## config.mk

```make
export PLATFORM = sky130hd
export DESIGN_NAME = fault_pin_heartbeat
export DESIGN_NICKNAME = d
export VERILOG_FILES = /design/src/rtl/fpin_pkg.sv /design/src/rtl/fpin_prescaler.sv /design/src/rtl/fpin_hold_timer.sv /design/src/rtl/fpin_ctrl.sv /design/src/rtl/fault_pin_heartbeat.sv
export SDC_FILE = /design/constraint.sdc
export NUM_CORES = 1
export LEC_CHECK = 0
export BUFFER_PORTS_ARGS = -buffer_cell sky130_fd_sc_hd__buf_2
export CELL_PAD_IN_SITES_DETAIL_PLACEMENT = 1
export CELL_PAD_IN_SITES_GLOBAL_PLACEMENT = 1
export CORE_MARGIN = 1.5
export CORE_UTILIZATION = 40
export CTS_CLUSTER_SIZE = 40
export DETAILED_ROUTE_END_ITERATION = 10
export GPL_ROUTABILITY_DRIVEN = 0
export PLACE_DENSITY_LB_ADDON = 0.25
export SLEW_MARGIN = 30
export SYNTH_ARGS = -nofsm -noshare
export SYNTH_HDL_FRONTEND = slang
export SYNTH_SLANG_ARGS = --single-unit
```

## constraint.sdc

```tcl
create_clock -name clk -period 3.65 [get_ports clk]
set_clock_uncertainty 0.05 [all_clocks]
set_input_delay 0.1825 -clock clk [delete_from_list [all_inputs] [get_ports clk]]
set_output_delay 0.1825 -clock clk [all_outputs]
set_load 0.03 [all_outputs]
```

## src/rtl/fpin_pkg.sv

```systemverilog
// Package: shared types for the fault signaling pin generator.
// Assumes: nothing beyond a single clock domain.
package fpin_pkg;

    // Protocol state of the pin generator.
    typedef enum logic {
        ST_FREE  = 1'b0,
        ST_FAULT = 1'b1
    } pin_state_t;

endpackage

```

## src/rtl/fpin_prescaler.sv

```systemverilog
// Module: fpin_prescaler
// Counts half-periods of the heartbeat from the base clock. It flags each
// half boundary and each full-period end, which is the tick for the hold timer.
// Assumes: MAX_DIV is even and at least 2. A new division factor is loaded only
// at a boundary or a restart, so a running half is never shortened.
module fpin_prescaler #(
    parameter int MAX_DIV = 4096,
    parameter int DIV_W   = $clog2(MAX_DIV + 1),
    parameter int HALF_W  = $clog2(MAX_DIV / 2 + 1)
) (
    input  logic              clk,
    input  logic              rst_n,
    input  logic              restart,
    input  logic [DIV_W-1:0]  div_in,
    output logic              half_end,
    output logic              period_end,
    output logic              phase
);

    logic [HALF_W-1:0] hcnt_q;
    logic [HALF_W-1:0] cur_half_q;

    // Clamp the requested factor to [2, MAX_DIV], drop the odd bit, and halve it.
    function automatic logic [HALF_W-1:0] half_of(input logic [DIV_W-1:0] d);
        logic [DIV_W-1:0] c;
        if (d < DIV_W'(2))
            c = DIV_W'(2);
        else if (d > DIV_W'(MAX_DIV))
            c = DIV_W'(MAX_DIV);
        else
            c = d;
        return HALF_W'(c >> 1);
    endfunction

    // Decode the end of the current half and the end of a full period.
    always_comb begin
        half_end   = (hcnt_q == cur_half_q - HALF_W'(1));
        period_end = half_end && phase;
    end

    // Advance the half counter; reload length and flip phase at boundaries.
    always_ff @(posedge clk) begin
        if (!rst_n) begin
            hcnt_q     <= '0;
            phase      <= 1'b0;
            cur_half_q <= half_of(div_in);
        end else if (restart) begin
            hcnt_q     <= '0;
            phase      <= 1'b0;
            cur_half_q <= half_of(div_in);
        end else if (half_end) begin
            hcnt_q     <= '0;
            phase      <= !phase;
            cur_half_q <= half_of(div_in);
        end else begin
            hcnt_q     <= hcnt_q + HALF_W'(1);
        end
    end

endmodule

```

## src/rtl/fpin_hold_timer.sv

```systemverilog
// Module: fpin_hold_timer
// Counts full heartbeat periods after a restart. It raises 'expired' once
// limit+1 ticks have been seen, and holds it until the next restart.
// Assumes: 'tick' is a one-cycle pulse per full period, aligned to the restart.
module fpin_hold_timer #(
    parameter int CNT_W = 16
) (
    input  logic             clk,
    input  logic             rst_n,
    input  logic             restart,
    input  logic             tick,
    input  logic [CNT_W-1:0] limit,
    output logic             expired
);

    logic [CNT_W-1:0] cnt_q;

    // Count ticks; flag expiry on the tick that follows count == limit.
    always_ff @(posedge clk) begin
        if (!rst_n) begin
            cnt_q   <= '0;
            expired <= 1'b0;
        end else if (restart) begin
            cnt_q   <= '0;
            expired <= 1'b0;
        end else if (tick && !expired) begin
            if (cnt_q == limit)
                expired <= 1'b1;
            else
                cnt_q <= cnt_q + CNT_W'(1);
        end
    end

endmodule

```

## src/rtl/fpin_ctrl.sv

```systemverilog
// Module: fpin_ctrl
// Protocol state machine. It switches between fault-free and fault states,
// remembers an early clear, and drives the registered pin level.
// Assumes: 'half_end' and 'phase' come from registers in the prescaler, so the
// restart decision forms no combinational loop.
module fpin_ctrl
    import fpin_pkg::*;
(
    input  logic clk,
    input  logic rst_n,
    input  logic fault_set,
    input  logic fault_clear,
    input  logic expired,
    input  logic half_end,
    input  logic phase,
    output logic restart,
    output logic pin,
    output logic in_fault
);

    pin_state_t state_q, state_d;
    logic       pend_q, pend_d;
    logic       leave;
    logic       phase_d;
    logic       pin_d;

    // Next-state, pending-clear and next pin level; a request beats a clear.
    always_comb begin
        leave   = (state_q == ST_FAULT) && expired && (pend_q || fault_clear) && !fault_set;
        restart = fault_set || leave;

        state_d = state_q;
        if (fault_set)
            state_d = ST_FAULT;
        else if (leave)
            state_d = ST_FREE;

        pend_d = pend_q;
        if (restart)
            pend_d = 1'b0;
        else if ((state_q == ST_FAULT) && fault_clear)
            pend_d = 1'b1;

        phase_d = restart ? 1'b0 : (half_end ? !phase : phase);
        pin_d   = (state_d == ST_FREE) && !phase_d;
    end

    // State, pending clear and registered pin; reset lands in fault-free, pin high.
    always_ff @(posedge clk) begin
        if (!rst_n) begin
            state_q <= ST_FREE;
            pend_q  <= 1'b0;
            pin     <= 1'b1;
        end else begin
            state_q <= state_d;
            pend_q  <= pend_d;
            pin     <= pin_d;
        end
    end

    // Export the state as a single flag.
    always_comb in_fault = (state_q == ST_FAULT);

endmodule

```

## src/rtl/fault_pin_heartbeat.sv

```systemverilog
// Module: fault_pin_heartbeat (top)
// Fault signaling pin generator. It gives an even-duty heartbeat while healthy,
// and a held low level for at least ({time_hi,time_lo}+1) heartbeat periods
// after a fault.
// Assumes: one fixed base clock; all inputs synchronous to it.
module fault_pin_heartbeat #(
    parameter int  MAX_DIV = 4096,
    parameter int  HI_W    = 8,
    parameter int  LO_W    = 8,
    localparam int DIV_W   = $clog2(MAX_DIV + 1),
    localparam int HALF_W  = $clog2(MAX_DIV / 2 + 1),
    localparam int CNT_W   = HI_W + LO_W
) (
    input  logic             clk,
    input  logic             rst_n,
    input  logic             fault_set,
    input  logic             fault_clear,
    input  logic [DIV_W-1:0] div_set,
    input  logic [HI_W-1:0]  time_hi,
    input  logic [LO_W-1:0]  time_lo,
    output logic             pin,
    output logic             in_fault
);

    logic restart;
    logic half_end;
    logic period_end;
    logic phase;
    logic expired;

    fpin_prescaler #(
        .MAX_DIV (MAX_DIV),
        .DIV_W   (DIV_W),
        .HALF_W  (HALF_W)
    ) presc_i (
        .clk        (clk),
        .rst_n      (rst_n),
        .restart    (restart),
        .div_in     (div_set),
        .half_end   (half_end),
        .period_end (period_end),
        .phase      (phase)
    );

    fpin_hold_timer #(
        .CNT_W (CNT_W)
    ) hold_i (
        .clk     (clk),
        .rst_n   (rst_n),
        .restart (restart),
        .tick    (period_end),
        .limit   ({time_hi, time_lo}),
        .expired (expired)
    );

    fpin_ctrl ctrl_i (
        .clk         (clk),
        .rst_n       (rst_n),
        .fault_set   (fault_set),
        .fault_clear (fault_clear),
        .expired     (expired),
        .half_end    (half_end),
        .phase       (phase),
        .restart     (restart),
        .pin         (pin),
        .in_fault    (in_fault)
    );

endmodule

```

[Word level (Yosys, flattened, before mapping)]
Cells that the tools add are included.
Cells by class
  $add $sub $neg: 3
  magnitude comparators: 2
  equality and inequality tests: 3
  muxes and demuxes: 9
  bitwise logic cells: 3
  reductions and logical operators: 17
Operator list (number)
  two-way mux 12 bit: 3
  two-way mux 13 bit: 2
  adder 16 x 1 -> 16 bit (second input constant): 1
  == test 16 bit: 1
  > comparator 13 bit (second input constant): 1
  less-than comparator 13 x 2 -> 1 bit (second input constant): 1
  adder 12 x 1 -> 12 bit (second input constant): 1
  == test 12 bit: 1
  subtractor 12 x 1 -> 12 bit (second input constant): 1
  logical AND 1 bit: 7
  logical NOT 1 bit: 4
  two-way mux 1 bit: 4
  AND reduction 2 bit: 2
  != test 3 x 1 -> 1 bit (second input constant): 1
  NOT 1 bit: 3
  OR reduction 3 bit: 1
  logical OR 1 bit: 2
  OR reduction 2 bit: 1
Word-level totals
  register bits: 45
  bits of input ports: 33
  output and inout port bits: 2
  logic and storage cells: 45

[Longest topological paths before layout]
  depth in word-level cells: 7
  mapped depth: 14
  depth with buffers taken out: 13

[Hierarchy]
A second synthesis with hierarchy kept.
Unflattened totals
  cell total of the unflattened synthesis: 286
  area total of the unflattened synthesis: 2632.5 µm²
Modules (own cells, without submodules)
  fpin_prescaler: times used 1, cells each 148, area each 1461.4 µm², seq. area each 620.6 µm²
  fpin_hold_timer: times used 1, cells each 124, area each 1034.7 µm², seq. area each 340.3 µm²
  fpin_ctrl: times used 1, cells each 14, area each 136.4 µm², seq. area each 60.1 µm²

[Least setup slack after synthesis]
No wires, ideal clock.
  path kind: flip-flop to flip-flop
  from: register presc_i.cur_half_q[0]
  to: register hold_i.cnt_q[8]
  library setup time: 59 ps
  data arrival time: 3491 ps
  data required time: 3541 ps
  setup slack: 50 ps
  cell stages (with the launch flop): 13
  buffers on the path: 1
  period minus slack after synthesis: 3600 ps
  cell sequence: edfxtp_1 -> or4_1 -> buf_2 -> nor2_1 -> mux2_2 -> a2111oi_0 -> nand3_1 -> nor2_1 -> ha_1 -> nand2b_1 -> or4_1 -> or4_1 -> nand2_1
On the way
  cells in the longest elaborated chain, start to end: 5
Ends and longest elaborated chain
  start, declared: line fpin_prescaler.sv:21  | logic [HALF_W-1:0] cur_half_q;
  start signal, assigned: line fpin_prescaler.sv:46  | cur_half_q <= half_of(div_in);
  start signal, assigned: line fpin_prescaler.sv:50  | cur_half_q <= half_of(div_in);
  start signal, assigned: line fpin_prescaler.sv:54  | cur_half_q <= half_of(div_in);
  subtractor 12 x 1 -> 12 bit: line fpin_prescaler.sv:37  | half_end = (hcnt_q == cur_half_q - HALF_W'(1));
  == test 12 bit: line fpin_prescaler.sv:37
  logical AND 1 bit: line fpin_prescaler.sv:38  | period_end = half_end && phase;
  logical AND 1 bit: line fpin_hold_timer.sv:26  | end else if (tick && !expired) begin
  AND reduction 2 bit (no line)
  end signal, assigned: line fpin_hold_timer.sv:30  | cnt_q <= cnt_q + CNT_W'(1);
  end, declared: line fpin_hold_timer.sv:16  | logic [CNT_W-1:0] cnt_q;
No other way between the ends.
A chain may end at the register's enable or synchronous reset.

[Final worst setup path]
  from: register presc_i.cur_half_q[0]
  to: register hold_i.cnt_q[12]
Same word-level chain as after synthesis.

==> qor.csv <==
stage;metric;value;unit
run_status;status;finished with violations;
run_status;failing checks;setup timing;
logic_synthesis;Syn. warnings;0;
worst_setup_path;CP Launch Type;flop;
clocking;clock slew at reported path FFs;0.09;ns
grt;initial antenna violation count;0;
clocking;clk_lat worst skew;0.30;ns
route;DRT antenna net count;0;
clocking;CTS sink cnt;45;
logic_synthesis;Post-Synth XOR/XNOR Area;17.8;%
logic_synthesis;Yosys reg bits;45;
floorplanning;Die ar.;6870;um^2
timing;fmax;270;MHz
floorplanning;CORE AREA;6030;um^2
logic_synthesis;Unique masters post-synth;50;
cells_and_area;final cell count without fillers;405;
logic_synthesis;Mapped Cells;274;
logic_synthesis;Syn Std Cell Area;2550;um^2
pwr;Pwr Total;0.00112;W
logic_synthesis;combinational family with the most area after synthesis;simple AND/OR/NAND/NOR gates;
logic_synthesis;post-synthesis simple-gate area fraction;25.2;%
worst_setup_path;Worst setup EP type;flop;
clocking;CTS tree;done;
pwr;pwr dens;358;nW/um^2
clocking;root buf cell;clkbuf_8;
timing;Rel. slew slack;43.2;%
job;max_cap viols;0;
logic_synthesis;Async SR Flop Fraction;0;%
cells_and_area;final core utilization;52.1;%
route;routed wire length;6600;um
logic_synthesis;syn_nets;311;
placed_design;Buffers on Ports;34;
timing;Slew Limit Fails;0;
clocking;CTS Buf Count;5;
placed_design;pre-CTS setup slack;-0.0171;ns
floorplanning;Rows;28;
logic_synthesis;main flop type after synthesis;dfxtp_1;
timing;Slew @ Worst Pin;0.849;ns
worst_setup_path;Critical Path RT;3.85;ns
floorplanning;Ports;35;
grt;vias in the first global route;2296;
pwr;peak supply drop;169;uV
logic_synthesis;proportion of synthesized area in mux cells;0.833;%
route;via count;2248;
route;DR pass1 iterations;4;
clocking;# hold bufs at CTS;0;
cells_and_area;Finished Cell Area;3140;um^2
clocking;CTS Buffer Depth;2;
floorplanning;die width;82.9;um
cells_and_area;nets;366;
timing;RSZ-0062 raised after global routing;true;
route;DR WL/cell;16.3;um
placed_design;dpl hpwl;4860;um
grt;total track usage;19.6;%
timing;min Tclk post-route;3.71;ns
worst_setup_path;CP Max Fanout;4;
cells_and_area;Area growth syn-to-layout;23.0;%
timing;Period Utilization, post-route;102;%
floorplanning;Initial Util;42.4;%
floorplanning;Die H;82.9;um
logic_synthesis;Compound-Gate Fraction of Synth Area;12.0;%
logic_synthesis;sequential element share of the synthesized area;40.0;%
route;drc violations;0;
worst_hold_path;Worst Hold Class;primary input to flop;
cells_and_area;n_diodes;0;
logic_synthesis;EDFF count, synth;12;
worst_setup_path;CP Class;flop to flop;
route;drt via density;5.55;
placed_design;Inst Count DP;389;
placed_design;Post-DP Area;2890;um^2
cells_and_area;layout cells sized above 1;28.5;%
grt;largest net degree at the start of global routing;20;
grt;Congestion Overflow GR;0;
logic_synthesis;adder-cell area share of the yosys netlist;1.96;%
logic_synthesis;Syn Area/Cell;9.32;um^2
worst_setup_path;WP data arrival;3.91;ns
pwr;Pleak;1.12;nW
timing;final setup violation count;2;
timing;post-route setup slack;-0.0550;ns
grt;first-pass GRT wire length;11000;um
clocking;H-tree levels;2;
route;DR iter-0 viols;70;
timing;Hold Violations, Final;0;
[final timing paths]
check	start	to	slack (ns)	depth (start not counted)
max reg2reg	presc_i.cur_half_q[0]	hold_i.cnt_q[12]	-0.06	14
min	div_set[12]	presc_i.cur_half_q[11]	0.06	1
min reg2reg	presc_i.hcnt_q[0]	presc_i.hcnt_q[0]	0.47	1
max	presc_i.cur_half_q[0]	hold_i.cnt_q[12]	-0.06	14
[stage by stage]
stage / hold WS [ns] / TNS (ns)
after floorplan: 0.273 / 0
after global placement: 0.371 / 0
after detailed placement: 0.378 / -0.0275
after CTS: 0.0570 / 0
after global routing: 0.0702 / -0.461
final: 0.0643 / -0.104
[flip-flops by register name (all words and copies together) (netlist names)]
name and cells:
presc_i.phase 1, presc_i.cur_half_q 12, presc_i.hcnt_q 12, ctrl_i.pin 1, ctrl_i.pend_q 1, ctrl_i.in_fault 1
hold_i.expired 1, hold_i.cnt_q 16
[where the power goes]
part / internal [W] / total (W) / switching (W)
clock: 0.000244 / 0.000420 / 0.000176
combinational: 0.0000783 / 0.000159 / 0.0000805
sequential: 0.000529 / 0.000545 / 0.0000165
[cell usage in the layout, fill, tap and decap left out, drive strengths merged, types with 3 or more instances in the layout]
cell    instances
buf            56
xnor2          37
dfxtp          33
nor2           26
a21oi          19
nand3          17
xor2           15
nand2          14
edfxtp         12
nor3           12
nor2b          11
nor4            7
or4             7
nand4           6
clkbuf          6
nand3b          4
o211ai          4
inv             4
ha              4
and3            3
[per-layer routing]
layer | part of all wire, % | vias to the layer above | GRT usage (%)
met5 | 0 | - | 0
met2 | 49 | 33 | 33.6
met1 | 47 | 1114 | 25.4
met4 | 1.6 | 0 | 5.61
met3 | 2.3 | 10 | 3.48
li1 | - | 1091 | -
[cell families (layout without fill, tap and decap cells)]
logic type,count (synthesis),count (layout)
and+or+nand+nor,119,119
xor gates and xnor gates,52,52
DFF,45,45
AOI/OAI and AO/OA,40,40
buffers and inverters,12,68
adders and majority gates,4,4
muxes,2,2
[cell usage after synthesis, types with 2 or more instances]
cell | number | area share (%)
xnor2_1 | 37 | 13
dfxtp_1 | 33 | 26
nor2_1 | 26 | 3.8
nand3_1 | 17 | 3.3
xor2_1 | 15 | 5.1
nand2_1 | 13 | 1.9
edfxtp_1 | 12 | 14
nor3_1 | 12 | 2.4
nor2b_1 | 11 | 2.7
a21oi_2 | 10 | 3.4
a21oi_1 | 9 | 1.8
nor4_1 | 7 | 1.7
nand4_1 | 6 | 1.5
or4_1 | 6 | 1.8
clkbuf_1 | 5 | 0.74
ha_1 | 4 | 2.0
inv_1 | 4 | 0.59
nand3b_1 | 4 | 1.2
o211ai_1 | 4 | 1.2
and3_1 | 3 | 0.74
and4_1 | 2 | 0.69
buf_2 | 2 | 0.39
nand2b_1 | 2 | 0.49
nor3b_1 | 2 | 0.59
o21a_1 | 2 | 0.59
o21ai_0 | 2 | 0.39
[layout make-up]
cell class / instances / area, um^2
fillers: 729 / 2890
multi-input cells: 217 / 1530
flip-flops and latches: 45 / 1020
repair buffers: 56 / 343
clock buffers: 6 / 93.8
well taps: 75 / 93.8
clock inverters: 2 / 35.0
inverters: 4 / 20.0
[timing repair]
action / CTS / global route
buffers inserted: 0 / 8
gates resized for setup: 4 / 15
pin swaps: 0 / 12
endpoints found under the setup margin: 2 / 6
gates cloned: 0 / 0
[critical path: stages (launching register included)]
cell	delay [ns]
edfxtp_1	0.43
buf_6	0.15
inv_4	0.05
ha_4	0.12
or3b_4	0.40
or3_4	0.40
a211o_1	0.29
o211ai_1	0.15
nand3_1	0.15
nor2_1	0.14
ha_2	0.19
nand2b_1	0.07
or4_4	0.56
or4_4	0.44
nand2_2	0.07
Note: power is estimated with default switching activity, not from simulation.
